--- config.mk ---
export PLATFORM = sky130hd
export DESIGN_NAME = tmr_host_regs
export DESIGN_NICKNAME = d
export VERILOG_FILES = /design/src/rtl/tmr_pkg.sv /design/src/rtl/tmr_cmd_decode.sv /design/src/rtl/tmr_chan_regs.sv /design/src/rtl/tmr_host_regs.sv
export SDC_FILE = /design/constraint.sdc
export NUM_CORES = 1
export LEC_CHECK = 0
export ABC_AREA = 1
export BUFFER_PORTS_ARGS = -buffer_cell sky130_fd_sc_hd__buf_2
export CORE_MARGIN = 2
export CORE_UTILIZATION = 39
export CTS_CLUSTER_DIAMETER = 150
export CTS_CLUSTER_SIZE = 10
export DETAILED_ROUTE_END_ITERATION = 10
export PLACE_DENSITY = 0.55
export SYNTH_ARGS = -nofsm -noshare
export SYNTH_HDL_FRONTEND = slang
export SYNTH_SLANG_ARGS = --single-unit
--- constraint.sdc ---
create_clock -name clk -period 1.9 [get_ports clk]
set_input_delay 0.38 -clock clk [delete_from_list [all_inputs] [get_ports clk]]
set_output_delay 0.38 -clock clk [all_outputs]
set_load 0.05 [all_outputs]
--- src/rtl/tmr_pkg.sv ---
package tmr_pkg;
  typedef enum logic [1:0] {
    ACC_LATCH = 2'd0,
    ACC_LO    = 2'd1,
    ACC_HI    = 2'd2,
    ACC_WORD  = 2'd3
  } acc_e;

  localparam logic [2:0] RESET_MODE = 3'd3;
endpackage

--- src/rtl/tmr_cmd_decode.sv ---
module tmr_cmd_decode #(
  parameter int NUM_CH = 3
) (
  input  logic              wr_en,
  input  logic              rd_en,
  input  logic [1:0]        addr,
  input  logic [7:1]        ctl,
  output logic [NUM_CH-1:0] cfg_we,
  output logic [NUM_CH-1:0] latch_cnt,
  output logic [NUM_CH-1:0] latch_sts,
  output logic [NUM_CH-1:0] data_we,
  output logic [NUM_CH-1:0] data_re
);
  localparam logic [1:0] CTRL_ADDR = 2'd3;
  localparam logic [1:0] RB_SEL    = 2'd3;

  logic ctl_we;
  logic is_rb;
  logic acc_zero;

  assign ctl_we   = wr_en && (addr == CTRL_ADDR);
  assign is_rb    = (ctl[7:6] == RB_SEL);
  assign acc_zero = (ctl[5:4] == 2'd0);

  for (genvar i = 0; i < NUM_CH; i++) begin : g_ch
    logic hit;
    logic rb_hit;
    assign hit          = (ctl[7:6] == 2'(i));
    assign rb_hit       = is_rb && ctl[i+1];
    assign cfg_we[i]    = ctl_we && hit && !acc_zero;
    assign latch_cnt[i] = ctl_we && ((hit && acc_zero) || (rb_hit && !ctl[5]));
    assign latch_sts[i] = ctl_we && rb_hit && !ctl[4];
    assign data_we[i]   = wr_en && (addr == 2'(i));
    assign data_re[i]   = rd_en && (addr == 2'(i));
  end
endmodule

--- src/rtl/tmr_chan_regs.sv ---
module tmr_chan_regs
  import tmr_pkg::*;
#(
  parameter int CW = 16
) (
  input  logic          clk,
  input  logic          rst_n,
  input  logic          cfg_we,
  input  logic [7:0]    wdata,
  input  logic          latch_cnt,
  input  logic          latch_sts,
  input  logic          data_we,
  input  logic          data_re,
  input  logic [CW-1:0] live_cnt,
  input  logic          out_lvl,
  output logic [7:0]    rdata,
  output logic          load_stb,
  output logic [CW:0]   load_val,
  output logic [2:0]    mode_o,
  output logic          bcd_o
);
  localparam int HB = CW - 8;
  localparam logic [CW:0] FULL_RANGE = (CW+1)'(1) << CW;

  acc_e          acc_q, acc_d;
  logic [2:0]    mode_q, mode_d;
  logic          bcd_q, bcd_d;
  logic          rd_hi_q, rd_hi_d;
  logic          wr_hi_q, wr_hi_d;
  logic [7:0]    low_q, low_d;
  acc_e          lat_st_q, lat_st_d;
  logic [CW-1:0] lat_q, lat_d;
  logic          sts_pend_q, sts_pend_d;
  logic [7:0]    sts_q, sts_d;
  logic          load_q, load_d;
  logic [CW:0]   lval_q, lval_d;
  logic [CW-1:0] raw;
  logic          do_load;

  // read data path
  always_comb begin
    if (sts_pend_q) begin
      rdata = sts_q;
    end else if (lat_st_q != ACC_LATCH) begin
      rdata = (lat_st_q == ACC_HI) ? lat_q[CW-1:HB] : lat_q[7:0];
    end else begin
      unique case (acc_q)
        ACC_HI:   rdata = live_cnt[CW-1:HB];
        ACC_WORD: rdata = rd_hi_q ? live_cnt[CW-1:HB] : live_cnt[7:0];
        default:  rdata = live_cnt[7:0];
      endcase
    end
  end

  // next state
  always_comb begin
    acc_d      = acc_q;
    mode_d     = mode_q;
    bcd_d      = bcd_q;
    rd_hi_d    = rd_hi_q;
    wr_hi_d    = wr_hi_q;
    low_d      = low_q;
    lat_st_d   = lat_st_q;
    lat_d      = lat_q;
    sts_pend_d = sts_pend_q;
    sts_d      = sts_q;
    lval_d     = lval_q;
    raw        = '0;
    do_load    = 1'b0;

    if (cfg_we) begin
      acc_d   = acc_e'(wdata[5:4]);
      mode_d  = wdata[3:1];
      bcd_d   = wdata[0];
      rd_hi_d = 1'b0;
      wr_hi_d = 1'b0;
    end

    if (data_we) begin
      unique case (acc_q)
        ACC_HI: begin
          raw     = {wdata, {HB{1'b0}}};
          do_load = 1'b1;
        end
        ACC_WORD: begin
          if (wr_hi_q) begin
            raw     = {wdata, {(HB-8){1'b0}}, low_q};
            do_load = 1'b1;
            wr_hi_d = 1'b0;
          end else begin
            low_d   = wdata;
            wr_hi_d = 1'b1;
          end
        end
        default: begin
          raw     = CW'(wdata);
          do_load = 1'b1;
        end
      endcase
    end

    if (do_load) begin
      lval_d = (raw == '0) ? FULL_RANGE : {1'b0, raw};
    end
    load_d = do_load;

    if (data_re) begin
      if (sts_pend_q) begin
        sts_pend_d = 1'b0;
      end else if (lat_st_q != ACC_LATCH) begin
        lat_st_d = (lat_st_q == ACC_WORD) ? ACC_HI : ACC_LATCH;
      end else if (acc_q == ACC_WORD) begin
        rd_hi_d = !rd_hi_q;
      end
    end

    if (latch_cnt && (lat_st_q == ACC_LATCH)) begin
      lat_d    = live_cnt;
      lat_st_d = acc_q;
    end

    if (latch_sts && !sts_pend_q) begin
      sts_d      = {out_lvl, 1'b0, acc_q, mode_q, bcd_q};
      sts_pend_d = 1'b1;
    end
  end

  // state registers
  always_ff @(posedge clk or negedge rst_n) begin
    if (!rst_n) begin
      acc_q      <= ACC_WORD;
      mode_q     <= RESET_MODE;
      bcd_q      <= 1'b0;
      rd_hi_q    <= 1'b0;
      wr_hi_q    <= 1'b0;
      low_q      <= '0;
      lat_st_q   <= ACC_LATCH;
      lat_q      <= '0;
      sts_pend_q <= 1'b0;
      sts_q      <= '0;
      load_q     <= 1'b0;
      lval_q     <= '0;
    end else begin
      acc_q      <= acc_d;
      mode_q     <= mode_d;
      bcd_q      <= bcd_d;
      rd_hi_q    <= rd_hi_d;
      wr_hi_q    <= wr_hi_d;
      low_q      <= low_d;
      lat_st_q   <= lat_st_d;
      lat_q      <= lat_d;
      sts_pend_q <= sts_pend_d;
      sts_q      <= sts_d;
      load_q     <= load_d;
      lval_q     <= lval_d;
    end
  end

  assign load_stb = load_q;
  assign load_val = lval_q;
  assign mode_o   = mode_q;
  assign bcd_o    = bcd_q;
endmodule

--- src/rtl/tmr_host_regs.sv ---
module tmr_host_regs #(
  parameter int NUM_CH = 3,
  parameter int CW     = 16
) (
  input  logic                   clk,
  input  logic                   rst_n,
  input  logic                   wr_en,
  input  logic                   rd_en,
  input  logic [1:0]             addr,
  input  logic [7:0]             wdata,
  output logic [7:0]             rdata,
  input  logic [NUM_CH*CW-1:0]   cnt_i,
  input  logic [NUM_CH-1:0]      out_lvl_i,
  output logic [NUM_CH-1:0]      load_o,
  output logic [NUM_CH*(CW+1)-1:0] load_val_o,
  output logic [NUM_CH*3-1:0]    cfg_mode_o,
  output logic [NUM_CH-1:0]      cfg_bcd_o
);
  localparam int LW = CW + 1;

  logic [NUM_CH-1:0] cfg_we;
  logic [NUM_CH-1:0] latch_cnt;
  logic [NUM_CH-1:0] latch_sts;
  logic [NUM_CH-1:0] data_we;
  logic [NUM_CH-1:0] data_re;
  logic [7:0]        ch_rdata [NUM_CH];

  tmr_cmd_decode #(.NUM_CH(NUM_CH)) i_dec (
    .wr_en     (wr_en),
    .rd_en     (rd_en),
    .addr      (addr),
    .ctl       (wdata[7:1]),
    .cfg_we    (cfg_we),
    .latch_cnt (latch_cnt),
    .latch_sts (latch_sts),
    .data_we   (data_we),
    .data_re   (data_re)
  );

  for (genvar i = 0; i < NUM_CH; i++) begin : g_chan
    tmr_chan_regs #(.CW(CW)) i_chan (
      .clk       (clk),
      .rst_n     (rst_n),
      .cfg_we    (cfg_we[i]),
      .wdata     (wdata),
      .latch_cnt (latch_cnt[i]),
      .latch_sts (latch_sts[i]),
      .data_we   (data_we[i]),
      .data_re   (data_re[i]),
      .live_cnt  (cnt_i[i*CW +: CW]),
      .out_lvl   (out_lvl_i[i]),
      .rdata     (ch_rdata[i]),
      .load_stb  (load_o[i]),
      .load_val  (load_val_o[i*LW +: LW]),
      .mode_o    (cfg_mode_o[i*3 +: 3]),
      .bcd_o     (cfg_bcd_o[i])
    );
  end

  always_comb begin
    rdata = 8'hFF;
    for (int i = 0; i < NUM_CH; i++) begin
      if (addr == 2'(i)) rdata = ch_rdata[i];
    end
  end
endmodule

==> impl_metrics.yaml, run 1 <==
finish:
  layout.nets: 1452
  final_core_utilization: 0.500
  antennaDiodeCount: 0
  area_growth_pct: 25.4
  layout-drive-gt1-share: 0.251
  layoutNonFillerInstCount: 1713
route:
  avg_wl_per_cell_um: 15.9
  routed_wirelength_um: 27200
  vias: 8374
  ant_nets: 0
  drt-vias-per-instance: 4.89
  drt_pass1_iterations: 5
  drc_violations_left: 0
  drt_first_iter_violations: 763
synth:
  yosys.area.top_type_share: 0.463
  yosys.area.top_type: "sky130_fd_sc_hd__dfrtp_1"
  yosys-top-cells-area: "sky130_fd_sc_hd__dfrtp_1, sky130_fd_sc_hd__nand2_1, sky130_fd_sc_hd__o21ai_0"
  synth.yosys.warnings: 0
  synth_sequential_area_ratio: 0.497
  synth-edff-count: 0
  yosys.cell_types.count: 30
  post_synth_instance_area_um2: 9090
  async_reset_ff_frac: 1.00
  ys.flop_type: "sky130_fd_sc_hd__dfrtp_1"
  synth-seq-cells: 180
  synth.net_count: 1272
  synth_most_common_cell: "sky130_fd_sc_hd__nand2_1"
  synthCells: 1207
  ys_top_cells_by_count: "sky130_fd_sc_hd__nand2_1, sky130_fd_sc_hd__dfrtp_1, sky130_fd_sc_hd__o21ai_0"
  syn-mean-instance-area_um2: 7.53
timing:
  report.final.hold_viol_count: 0
  fin_crit_sh: 1.21
  timing.final.setup_violations: 8
  pin_slew_with_the_least_headroom_to_its_limit_ns: 0.406
  slew_headroom: 0.727
  finalSetupTns_ns: -2.96
  timing.fmax_mhz: 436
  post-route-min-period_ns: 2.29
  final_max_slew_viol_count: 0
  postLayoutSetupSlackWorst_ns: -0.394
  clock-skew-final_ns: 0.0118
  rsz0062_at_grt: "yes"
worst_setup_path:
  start_kind: "register"
  top_family_by_delay_on_critical_path: "flip-flops"
  crit_buf_inv: 2
  worst-setup-path-type: "reg -> out"
  critPathMaxStageDelay_ns: 0.63
  critPathMaxFanout: 5
  worst_path_max_delay_cell: "sky130_fd_sc_hd__dfstp_2"
  path_common_cell: "sky130_fd_sc_hd__nand2_2"
  worst-endpoint-required_ns: 1.52
  critical_path_arrival_ns: 1.91
  crit_start: "g_chan[1].i_chan.acc_q[1]"
  regToRegStartpoint: "g_chan[1].i_chan.acc_q[1]"
  endpoint_kind: "output pin"
  sequence_of_cells_on_the_critical_path: "buf_6, nand2_4, nand2_2, nand3_2, nand2_2, nand2_2, nand2_2, nand2_2, nor2_4, buf_8"
cts:
  htree_levels: 4
  cts_tree: "built"
  number_of_buffers_on_the_longest_clock_path: 2
  cts.sink_count: 180
  cts_buffers: 17
  cts_root_buf: "sky130_fd_sc_hd__clkbuf_16"
  clkTransAtPathRegs_ns: 0.07
  clkLatencyLatePin_ns: 0.44
power_and_ir_drop:
  power.static_leakage_nw: 6.17
  report.power.total_mw: 12.8
  max-vdd-ir-drop_mv: 0.615
  cellPowerDensity_nw_per_um2: 1120
global_routing:
  gr-usage-all-layers: 0.229
  first_global_vias: 8007
  globalRouteOverflowTotal: 0
  first_pass_grt_wire_length_um: 43400
  antenna_violations_before_repair: 0
  largest_net_degree_at_the_start_of_global_routing: 75
floorplan:
  die_area_um2: 24500
  die-height_um: 157
  num_rows: 55
  die_width_um: 157
  core_area_um2: 22800
  initial_utilization: 0.399
  num_io_pins: 139
placed_design:
  port_buffers: 138
  gpl.final_weighted_congestion: 0.869
  detailed_placement_hpwl_um: 19800
  placed_cells: 1678
worst_hold_path:
  hp-start: "cnt_i[47]"
  hold_path.class: "in -> reg"
status:
  run_status: "complete, but fails checks"
  failed_checks: "negative setup slack"
flow_run:
  max_cap_viols: 0
[cell type report]
cell class / count / area, µm²
sequential: 180 / 4520
multi-input combinational: 856 / 4030
timing repair buffer: 216 / 1440
fill: 2299 / 11400
clock inverter: 15 / 145
tap: 313 / 392
clock buffer: 17 / 425
inverter: 116 / 445
[sequential cells by signal, summed over array words and instances, names as in the netlist, 6 cells and up]
| name | cells |
|---|---|
| g_chan.i_chan.low_q | 24 |
| g_chan.i_chan.mode_o | 9 |
| g_chan.i_chan.lat_q | 48 |
| g_chan.i_chan.acc_q | 6 |
| g_chan.i_chan.load_val | 51 |
| g_chan.i_chan.sts_q | 21 |
| g_chan.i_chan.lat_st_q | 6 |
[cells by family after synthesis]
logic type / count (synthesis) / synth area share
AND/OR/NAND/NOR: 628 / 0.283
AO/OA/AOI/OAI: 213 / 0.122
multiplexers: 15 / 0.0186
buffers and inverters: 171 / 0.0790
flip-flops: 180 / 0.497
[power breakdown]
group | total (mW) | internal, mW | switching, mW
clock | 3.52 | 1.84 | 1.68
combinational | 4.15 | 1.29 | 2.86
sequential | 5.13 | 4.62 | 0.510
[worst register-to-register path, delay by kind of cell (launching register included)]
family / cells / cell delay, ns
and+or+nand+nor: 6 / 0.46
DFF: 1 / 0.63
buffers and inverters: 3 / 0.59
[layer usage]
metal / vias up / wire, µm / global-route usage
met5: - / 0 / 0
met4: 0 / 487 / 0.0638
met3: 34 / 1040 / 0.0346
met2: 184 / 12800 / 0.365
met1: 3942 / 12900 / 0.325
li1: 4214 / - / -
[layout by cell type, fill, tap and decap left out, types with 4 or more instances in the layout]
master                         n
sky130_fd_sc_hd__inv_2        11
sky130_fd_sc_hd__mux2_2       15
sky130_fd_sc_hd__clkbuf_16    17
sky130_fd_sc_hd__a21oi_1      11
sky130_fd_sc_hd__nor2_4        7
sky130_fd_sc_hd__o211ai_1      5
sky130_fd_sc_hd__or2_2         4
sky130_fd_sc_hd__buf_2       129
sky130_fd_sc_hd__o21ai_0     155
sky130_fd_sc_hd__dfrtp_1     168
sky130_fd_sc_hd__nand2_4       8
sky130_fd_sc_hd__nand2_2      27
sky130_fd_sc_hd__o31ai_1       4
sky130_fd_sc_hd__buf_4        68
sky130_fd_sc_hd__nor2_1       68
sky130_fd_sc_hd__buf_8         7
sky130_fd_sc_hd__o21ai_1      29
sky130_fd_sc_hd__buf_6         6
sky130_fd_sc_hd__nor2_2        6
sky130_fd_sc_hd__nand4_1       6
sky130_fd_sc_hd__clkinvlp_4    4
sky130_fd_sc_hd__inv_6         7
sky130_fd_sc_hd__buf_12        5
sky130_fd_sc_hd__dfstp_2      12
sky130_fd_sc_hd__nand3_1      80
sky130_fd_sc_hd__o22ai_1       4
sky130_fd_sc_hd__nand2_1     409
sky130_fd_sc_hd__nand3_2       9
sky130_fd_sc_hd__inv_1       101
[path summary, 6_finish.rpt]
path | slack [ns] | depth (start not counted) | to
worst max-delay path | -0.39 | 10 | rdata[3]
worst min-delay path | 0.15 | 3 | g_chan[2].i_chan.lat_q[15]
worst max register to register | 0.12 | 9 | g_chan[1].i_chan.load_val[16]
worst min register to register | 0.48 | 2 | g_chan[0].i_chan.load_val[6]
max in group asynchronous | 0.82 | 3 | g_chan[2].i_chan.acc_q[1]
min in group asynchronous | 0.38 | 2 | g_chan[1].i_chan.lat_q[8]
[what timing repair did]
| item | CTS | global route |
|---|---|---|
| setup endpoints to repair | 8 | 33 |
| pin swaps | 13 | 8 |
| buffers inserted | 1 | 1 |
| resized for setup | 51 | 28 |
| cloned | 0 | 0 |
| hold buffers | 1 | 0 |
| endpoints found under the hold margin | 22 | 0 |
[per-stage QoR]
step           setup slack, ns  instance area (µm²)  hold WS [ns]
3_5_place_dp            -0.137                10600         0.270
4_1_cts                 -0.391                11300         0.142
5_1_grt                 -0.494                11400         0.162
6_report                -0.394                11400         0.153
2_1_floorplan         -0.00393                 9130        0.0844
3_3_place_gp            -0.122                10600         0.274
No activity file was read; power rests on OpenSTA's default activity.
==> inputs of run 2 (changes only) <==
==> constraint.sdc (replaced) <==
create_clock -name clk -period 1.9 [get_ports clk]
set_input_delay 0.095 -clock clk [delete_from_list [all_inputs] [get_ports clk]]
set_output_delay 0.095 -clock clk [all_outputs]
set_load 0.05 [all_outputs]
==> run 2 against run 1 <==
- the run still ends with negative setup slack left
- critical path depth did not move
- via count rose by 2.7%
- setup slack gained 0.20 ns
- flip-flop and latch count unchanged
- die area stayed put
- final cell count up 1.9%
- critical path type unchanged
==> impl_metrics.yaml, run 2 (synthesis gave the netlist of run 1 again) <==
status:
  run_status: "complete, but fails checks"
  failed_checks: "negative setup slack"
cts:
  cts_root_buf: "sky130_fd_sc_hd__clkbuf_16"
  number_of_buffers_on_the_longest_clock_path: 2
  cts.sink_count: 180
  clkTransAtPathRegs_ns: 0.07
  cts_buffers: 17
  htree_levels: 4
  cts_tree: "built"
  clkLatencyLatePin_ns: 0.42
placed_design:
  detailed_placement_hpwl_um: 20100
  port_buffers: 138
  postPlaceCellArea_um2: 10300
  placed_cells: 1657
  gpl.final_weighted_congestion: 0.821
route:
  vias: 8600
  avg_wl_per_cell_um: 16.0
  drt_pass1_iterations: 5
  met2_wirelength_um: 13600
  route.layer.met1.wl_um: 12600
  ant_nets: 0
  routed_wirelength_um: 28000
  drc_violations_left: 0
  route.met3.wl_um: 1420
  top_signal_layer_used: "met4"
  drt_first_iter_violations: 602
  drt-vias-per-instance: 4.93
power_and_ir_drop:
  combPwrFrac: 0.325
  pwr-share-seq: 0.396
  max-vdd-ir-drop_mv: 0.504
  clock_power_share: 0.280
  report.power.total_mw: 12.9
  cellInternalPower_mw: 7.96
  netSwitchingFraction: 0.384
  power.static_leakage_nw: 6.29
  switchingPower_mw: 4.97
  cellPowerDensity_nw_per_um2: 1100
worst_setup_path:
  worst-setup-path-type: "reg -> out"
  critPathMaxFanout: 5
  endpoint_kind: "output pin"
  worst-endpoint-required_ns: 1.80
  start_kind: "register"
  critical_path_arrival_ns: 2.00
finish:
  area_growth_pct: 29.6
  antennaDiodeCount: 0
  final_core_utilization: 0.517
  layout.nets: 1486
  layoutNonFillerInstCount: 1746
  layout-drive-gt1-share: 0.235
  layout.cells.most_common: "sky130_fd_sc_hd__nand2_1"
  final_cell_mix: "sky130_fd_sc_hd__nand2_1, sky130_fd_sc_hd__dfrtp_1, sky130_fd_sc_hd__o21ai_0"
  largest_register_ff_count: 51
  stdcell_area_um2: 11800
floorplan:
  initial_utilization: 0.399
  die_area_um2: 24500
  num_rows: 55
  num_io_pins: 139
  die-height_um: 157
  core_area_um2: 22800
  die_width_um: 157
timing:
  timing.fmax_mhz: 477
  report.final.hold_viol_count: 0
  postLayoutSetupSlackWorst_ns: -0.196
  slew_headroom: 0.594
  post-route-min-period_ns: 2.10
  hold_ws_ns: 0.0556
  pin_slew_with_the_least_headroom_to_its_limit_ns: 0.604
  rsz0062_at_grt: "yes"
  fin_crit_sh: 1.10
  final_max_slew_viol_count: 0
  timing.final.setup_violations: 8
  clock-skew-final_ns: 0.00941
worst_hold_path:
  hold_path.class: "in -> reg"
global_routing:
  largest_net_degree_at_the_start_of_global_routing: 55
  first_pass_grt_wire_length_um: 44900
  gr-usage-all-layers: 0.235
  antenna_violations_before_repair: 0
  first_global_vias: 8314
  globalRouteOverflowTotal: 0
flow_run:
  max_cap_viols: 0
[run 2: cell types whose count changed in the layout (fill, tap and decap cells not counted), moves of 3 or more]
cell / delta
sky130_fd_sc_hd__inv_6: -3
sky130_fd_sc_hd__nand2_4: -5
sky130_fd_sc_hd__nand2_1: -3
sky130_fd_sc_hd__buf_4: -19
sky130_fd_sc_hd__nand2_2: +7
sky130_fd_sc_hd__o21ai_0: +4
sky130_fd_sc_hd__clkinvlp_4: -3
sky130_fd_sc_hd__o21ai_1: -4
sky130_fd_sc_hd__dlygate4sd3_1: +51
[run 2: power by group through the flow]
stage               Clock (mW)  Combinational [mW]  Sequential, mW
global placement             0                3.79            5.16
detailed placement           0                3.83            5.16
global route              3.86                4.61            5.20
floorplan                    0                1.81            5.96
finish                    3.61                4.20            5.11
CTS                       3.68                4.12            5.10
[run 2: routing by layer]
metal | global-route usage | vias up
met4 | 0.0559 | 0
met3 | 0.0377 | 25
li1 | - | 4274
met2 | 0.389 | 226
met1 | 0.325 | 4075
met5 | 0 | -
[run 2: cell type report]
type | count | area (µm²)
Multi-Input combinational cell | 856 | 4030
Fill cell | 2221 | 11000
Sequential cell | 180 | 4520
Clock inverter | 12 | 145
Inverter | 116 | 435
Tap cell | 313 | 392
Timing Repair Buffer | 250 | 1800
Clock buffer | 19 | 453
[run 2: worst paths after layout]
path                                            endpoint                         start  cells past startpoint  slack [ns]
setup reg to reg           g_chan[1].i_chan.load_val[16]     g_chan[1].i_chan.acc_q[1]                      8        0.14
hold / removal               g_chan[0].i_chan.sts_pend_q                         rd_en                      4        0.06
setup / recovery                                rdata[1]     g_chan[1].i_chan.acc_q[1]                     10       -0.20
min in group asynchronous      g_chan[0].i_chan.lat_q[0]                         rst_n                      2        0.11
hold reg to reg             g_chan[0].i_chan.load_val[4]  g_chan[0].i_chan.load_val[4]                      2        0.46
max in group asynchronous     g_chan[1].i_chan.mode_o[0]                         rst_n                      3        1.11
[run 2: worst max-delay path, cell delays in order (launching register included)]
cell	delay [ns]
sky130_fd_sc_hd__dfstp_2	0.64
sky130_fd_sc_hd__buf_12	0.15
sky130_fd_sc_hd__buf_4	0.10
sky130_fd_sc_hd__nand3_1	0.06
sky130_fd_sc_hd__nand3_1	0.09
sky130_fd_sc_hd__nand2_1	0.07
sky130_fd_sc_hd__nand2_1	0.07
sky130_fd_sc_hd__nand2_1	0.06
sky130_fd_sc_hd__nand3_2	0.10
sky130_fd_sc_hd__nand2_2	0.07
sky130_fd_sc_hd__buf_8	0.15
[run 2: repair_timing]
action | in CTS | in global routing
endpoints found under the setup margin | 8 | 9
hold buffers | 52 | 0
endpoints found under the hold margin | 219 | 0
gates resized for setup | 53 | 33
gates cloned | 1 | 0
buffers inserted | 3 | 2
pin swaps | 18 | 18
[run 2: metrics by stage]
stage	TNS (ns)	worst slack, ns
after floorplan	0	0.119
after global placement	-0.0344	-0.0344
after detailed placement	-0.0318	-0.0219
after CTS	-1.34	-0.201
after global routing	-1.92	-0.267
final	-1.19	-0.196
==> inputs of run 3 (changes only) <==
--- a/config.mk
+++ b/config.mk
@@ -12,6 +12,7 @@
 export CTS_CLUSTER_DIAMETER = 150
 export CTS_CLUSTER_SIZE = 10
 export DETAILED_ROUTE_END_ITERATION = 10
+export GPL_TIMING_DRIVEN = 0
 export PLACE_DENSITY = 0.55
 export SYNTH_ARGS = -nofsm -noshare
 export SYNTH_HDL_FRONTEND = slang
==> run 3 against run 2 <==
- the flow still finishes with violations (negative setup slack)
- flip-flop and latch count did not move
- via count rose by 1.4%
- sequential share of layout area fell by 0.48 points
- clock power rose by 4%
- global-route usage rose by 0.36 points
- core utilization rose by 0.67 points
- setup slack got worse by 0.034 ns
- critical path depth did not move
- wire length rose by 2.9%
- die area did not move
- non-clock buffer count rose by 12
- critical path type unchanged
- largest power group unchanged
- highest routed layer unchanged
==> impl_metrics.yaml, run 3 (synthesis gave the netlist of run 1 again) <==
timing:
  post-route-min-period_ns: 2.13
  final_max_slew_viol_count: 0
  postLayoutSetupSlackWorst_ns: -0.231
  fin_crit_sh: 1.12
  hold_ws_ns: 0.0369
  report.final.hold_viol_count: 0
  timing.fmax_mhz: 469
  clock-skew-final_ns: 0.0106
  slew_headroom: 0.567
  timing.final.setup_violations: 8
  finalSetupTns_ns: -1.62
  rsz0062_at_grt: "yes"
  pin_slew_with_the_least_headroom_to_its_limit_ns: 0.650
worst_setup_path:
  endpoint_kind: "output pin"
  worst-setup-path-type: "reg -> out"
  worst-endpoint-required_ns: 1.80
  reg2reg_slack_ns: 0.18
  crit-reg2reg-capture: "g_chan[1].i_chan.low_q[1]"
  critical_path_arrival_ns: 2.04
  regToRegStartpoint: "g_chan[1].i_chan.acc_q[1]"
  r2r_cells: 7
  critPathMaxFanout: 6
  start_kind: "register"
worst_hold_path:
  hold_path.class: "in -> reg"
  worst_hold_path.num_cells: 4
  hp-start: "rd_en"
  min_to: "g_chan[0].i_chan.sts_pend_q"
route:
  drc_violations_left: 0
  routed_wirelength_um: 28800
  ant_nets: 0
  vias: 8720
  drt-vias-per-instance: 4.95
  drt_first_iter_violations: 458
  avg_wl_per_cell_um: 16.4
  drt_pass1_iterations: 6
floorplan:
  num_rows: 55
  num_io_pins: 139
  die-height_um: 157
  initial_utilization: 0.399
  die_area_um2: 24500
  core_area_um2: 22800
  die_width_um: 157
power_and_ir_drop:
  cellPowerDensity_nw_per_um2: 1110
  max-vdd-ir-drop_mv: 0.642
  power.static_leakage_nw: 6.32
  report.power.total_mw: 13.3
finish:
  layout.cells.most_common: "sky130_fd_sc_hd__nand2_1"
  stdcell_area_um2: 11900
  area_growth_pct: 31.3
  final_core_utilization: 0.524
  antennaDiodeCount: 0
  layout-drive-gt1-share: 0.236
  layout.nets: 1502
  layoutNonFillerInstCount: 1761
  largest_register_ff_count: 51
  final_cell_mix: "sky130_fd_sc_hd__nand2_1, sky130_fd_sc_hd__dfrtp_1, sky130_fd_sc_hd__o21ai_0"
global_routing:
  first_pass_grt_wire_length_um: 45300
  first_global_vias: 8591
  gr-usage-all-layers: 0.239
  globalRouteOverflowTotal: 0
  largest_net_degree_at_the_start_of_global_routing: 100
  antenna_violations_before_repair: 0
placed_design:
  detailed_placement_hpwl_um: 19700
  gpl.final_weighted_congestion: 0.804
  placed_cells: 1654
  port_buffers: 133
  postPlaceCellArea_um2: 10200
  post-place-ws_ns: -0.274
flow_run:
  max_cap_viols: 0
status:
  failed_checks: "negative setup slack"
  run_status: "complete, but fails checks"
cts:
  clkTransAtPathRegs_ns: 0.07
  clkLatencyLatePin_ns: 0.44
  cts.sink_count: 180
  number_of_buffers_on_the_longest_clock_path: 2
  cts_root_buf: "sky130_fd_sc_hd__clkbuf_16"
  htree_levels: 4
  cts_tree: "built"
  cts_buffers: 17
## run 3: changes by cell type in the layout (fill, tap and decap cells not counted), moves of 4 or more
cell,before,now
sky130_fd_sc_hd__nand2_4,3,7
sky130_fd_sc_hd__clkinvlp_4,1,6
sky130_fd_sc_hd__buf_2,131,141
sky130_fd_sc_hd__nand3_2,10,14
sky130_fd_sc_hd__buf_4,49,30
sky130_fd_sc_hd__clkbuf_1,0,15
sky130_fd_sc_hd__nand3_1,79,75
sky130_fd_sc_hd__nor2_4,6,10
## run 3: worst max-delay path by stage
| stage | start | cells after the start | to | slack [ns] |
|---|---|---|---|---|
| after floorplan | g_chan[1].i_chan.acc_q[1] | 10 | rdata[3] | 0.12 |
| after global placement | rst_n | 1 | g_chan[2].i_chan.load_stb | -2.37 |
| after detailed placement | g_chan[2].i_chan.acc_q[1] | 8 | rdata[4] | -0.27 |
| after CTS | g_chan[1].i_chan.acc_q[1] | 10 | rdata[5] | -0.24 |
| after global routing | g_chan[1].i_chan.acc_q[1] | 10 | rdata[2] | -0.32 |
| final | g_chan[1].i_chan.acc_q[1] | 10 | rdata[5] | -0.23 |
## run 3: worst max-delay path: stages (launching register included)
cell                      delay [ns]
sky130_fd_sc_hd__dfstp_2        0.62
sky130_fd_sc_hd__buf_6          0.15
sky130_fd_sc_hd__nand2_8        0.06
sky130_fd_sc_hd__nand2_1        0.07
sky130_fd_sc_hd__nand3_1        0.07
sky130_fd_sc_hd__nand2_1        0.10
sky130_fd_sc_hd__nand2_1        0.08
sky130_fd_sc_hd__nand2_2        0.09
sky130_fd_sc_hd__nand2_2        0.07
sky130_fd_sc_hd__nor2_4         0.13
sky130_fd_sc_hd__buf_8          0.16
## run 3: metal layers
| metal | vias up | track usage | part of all wire |
|---|---|---|---|
| met3 | 37 | 0.0368 | 0.044 |
| met2 | 209 | 0.410 | 0.49 |
| met4 | 0 | 0.0703 | 0.018 |
| met5 | - | 0 | 0 |
| li1 | 4314 | - | - |
| met1 | 4160 | 0.312 | 0.45 |
## run 3: layout make-up
type,count,area (µm²)
tap,313,392
clock buffer,18,429
inverter,116,445
fill,2207,10900
clock inverter,12,180
timing repair buffer,211,1540
multi-input combinational,860,4100
buffer,51,319
sequential,180,4520
## run 3: power breakdown
part / internal (mW) / switching, mW / total (mW) / leakage [nW]
clock: 2.19 / 1.57 / 3.76 / 0.286
combinational: 1.38 / 3.04 / 4.42 / 3.69
sequential: 4.62 / 0.464 / 5.08 / 2.35
## run 3: repair_timing
item                                    CTS  global route
cloned                                    4             0
pin swaps                                18            18
hold buffers                             52             0
setup buffers                            18             7
endpoints found under the setup margin    8            33
resized for setup                        76            43
endpoints found under the hold margin   128             0
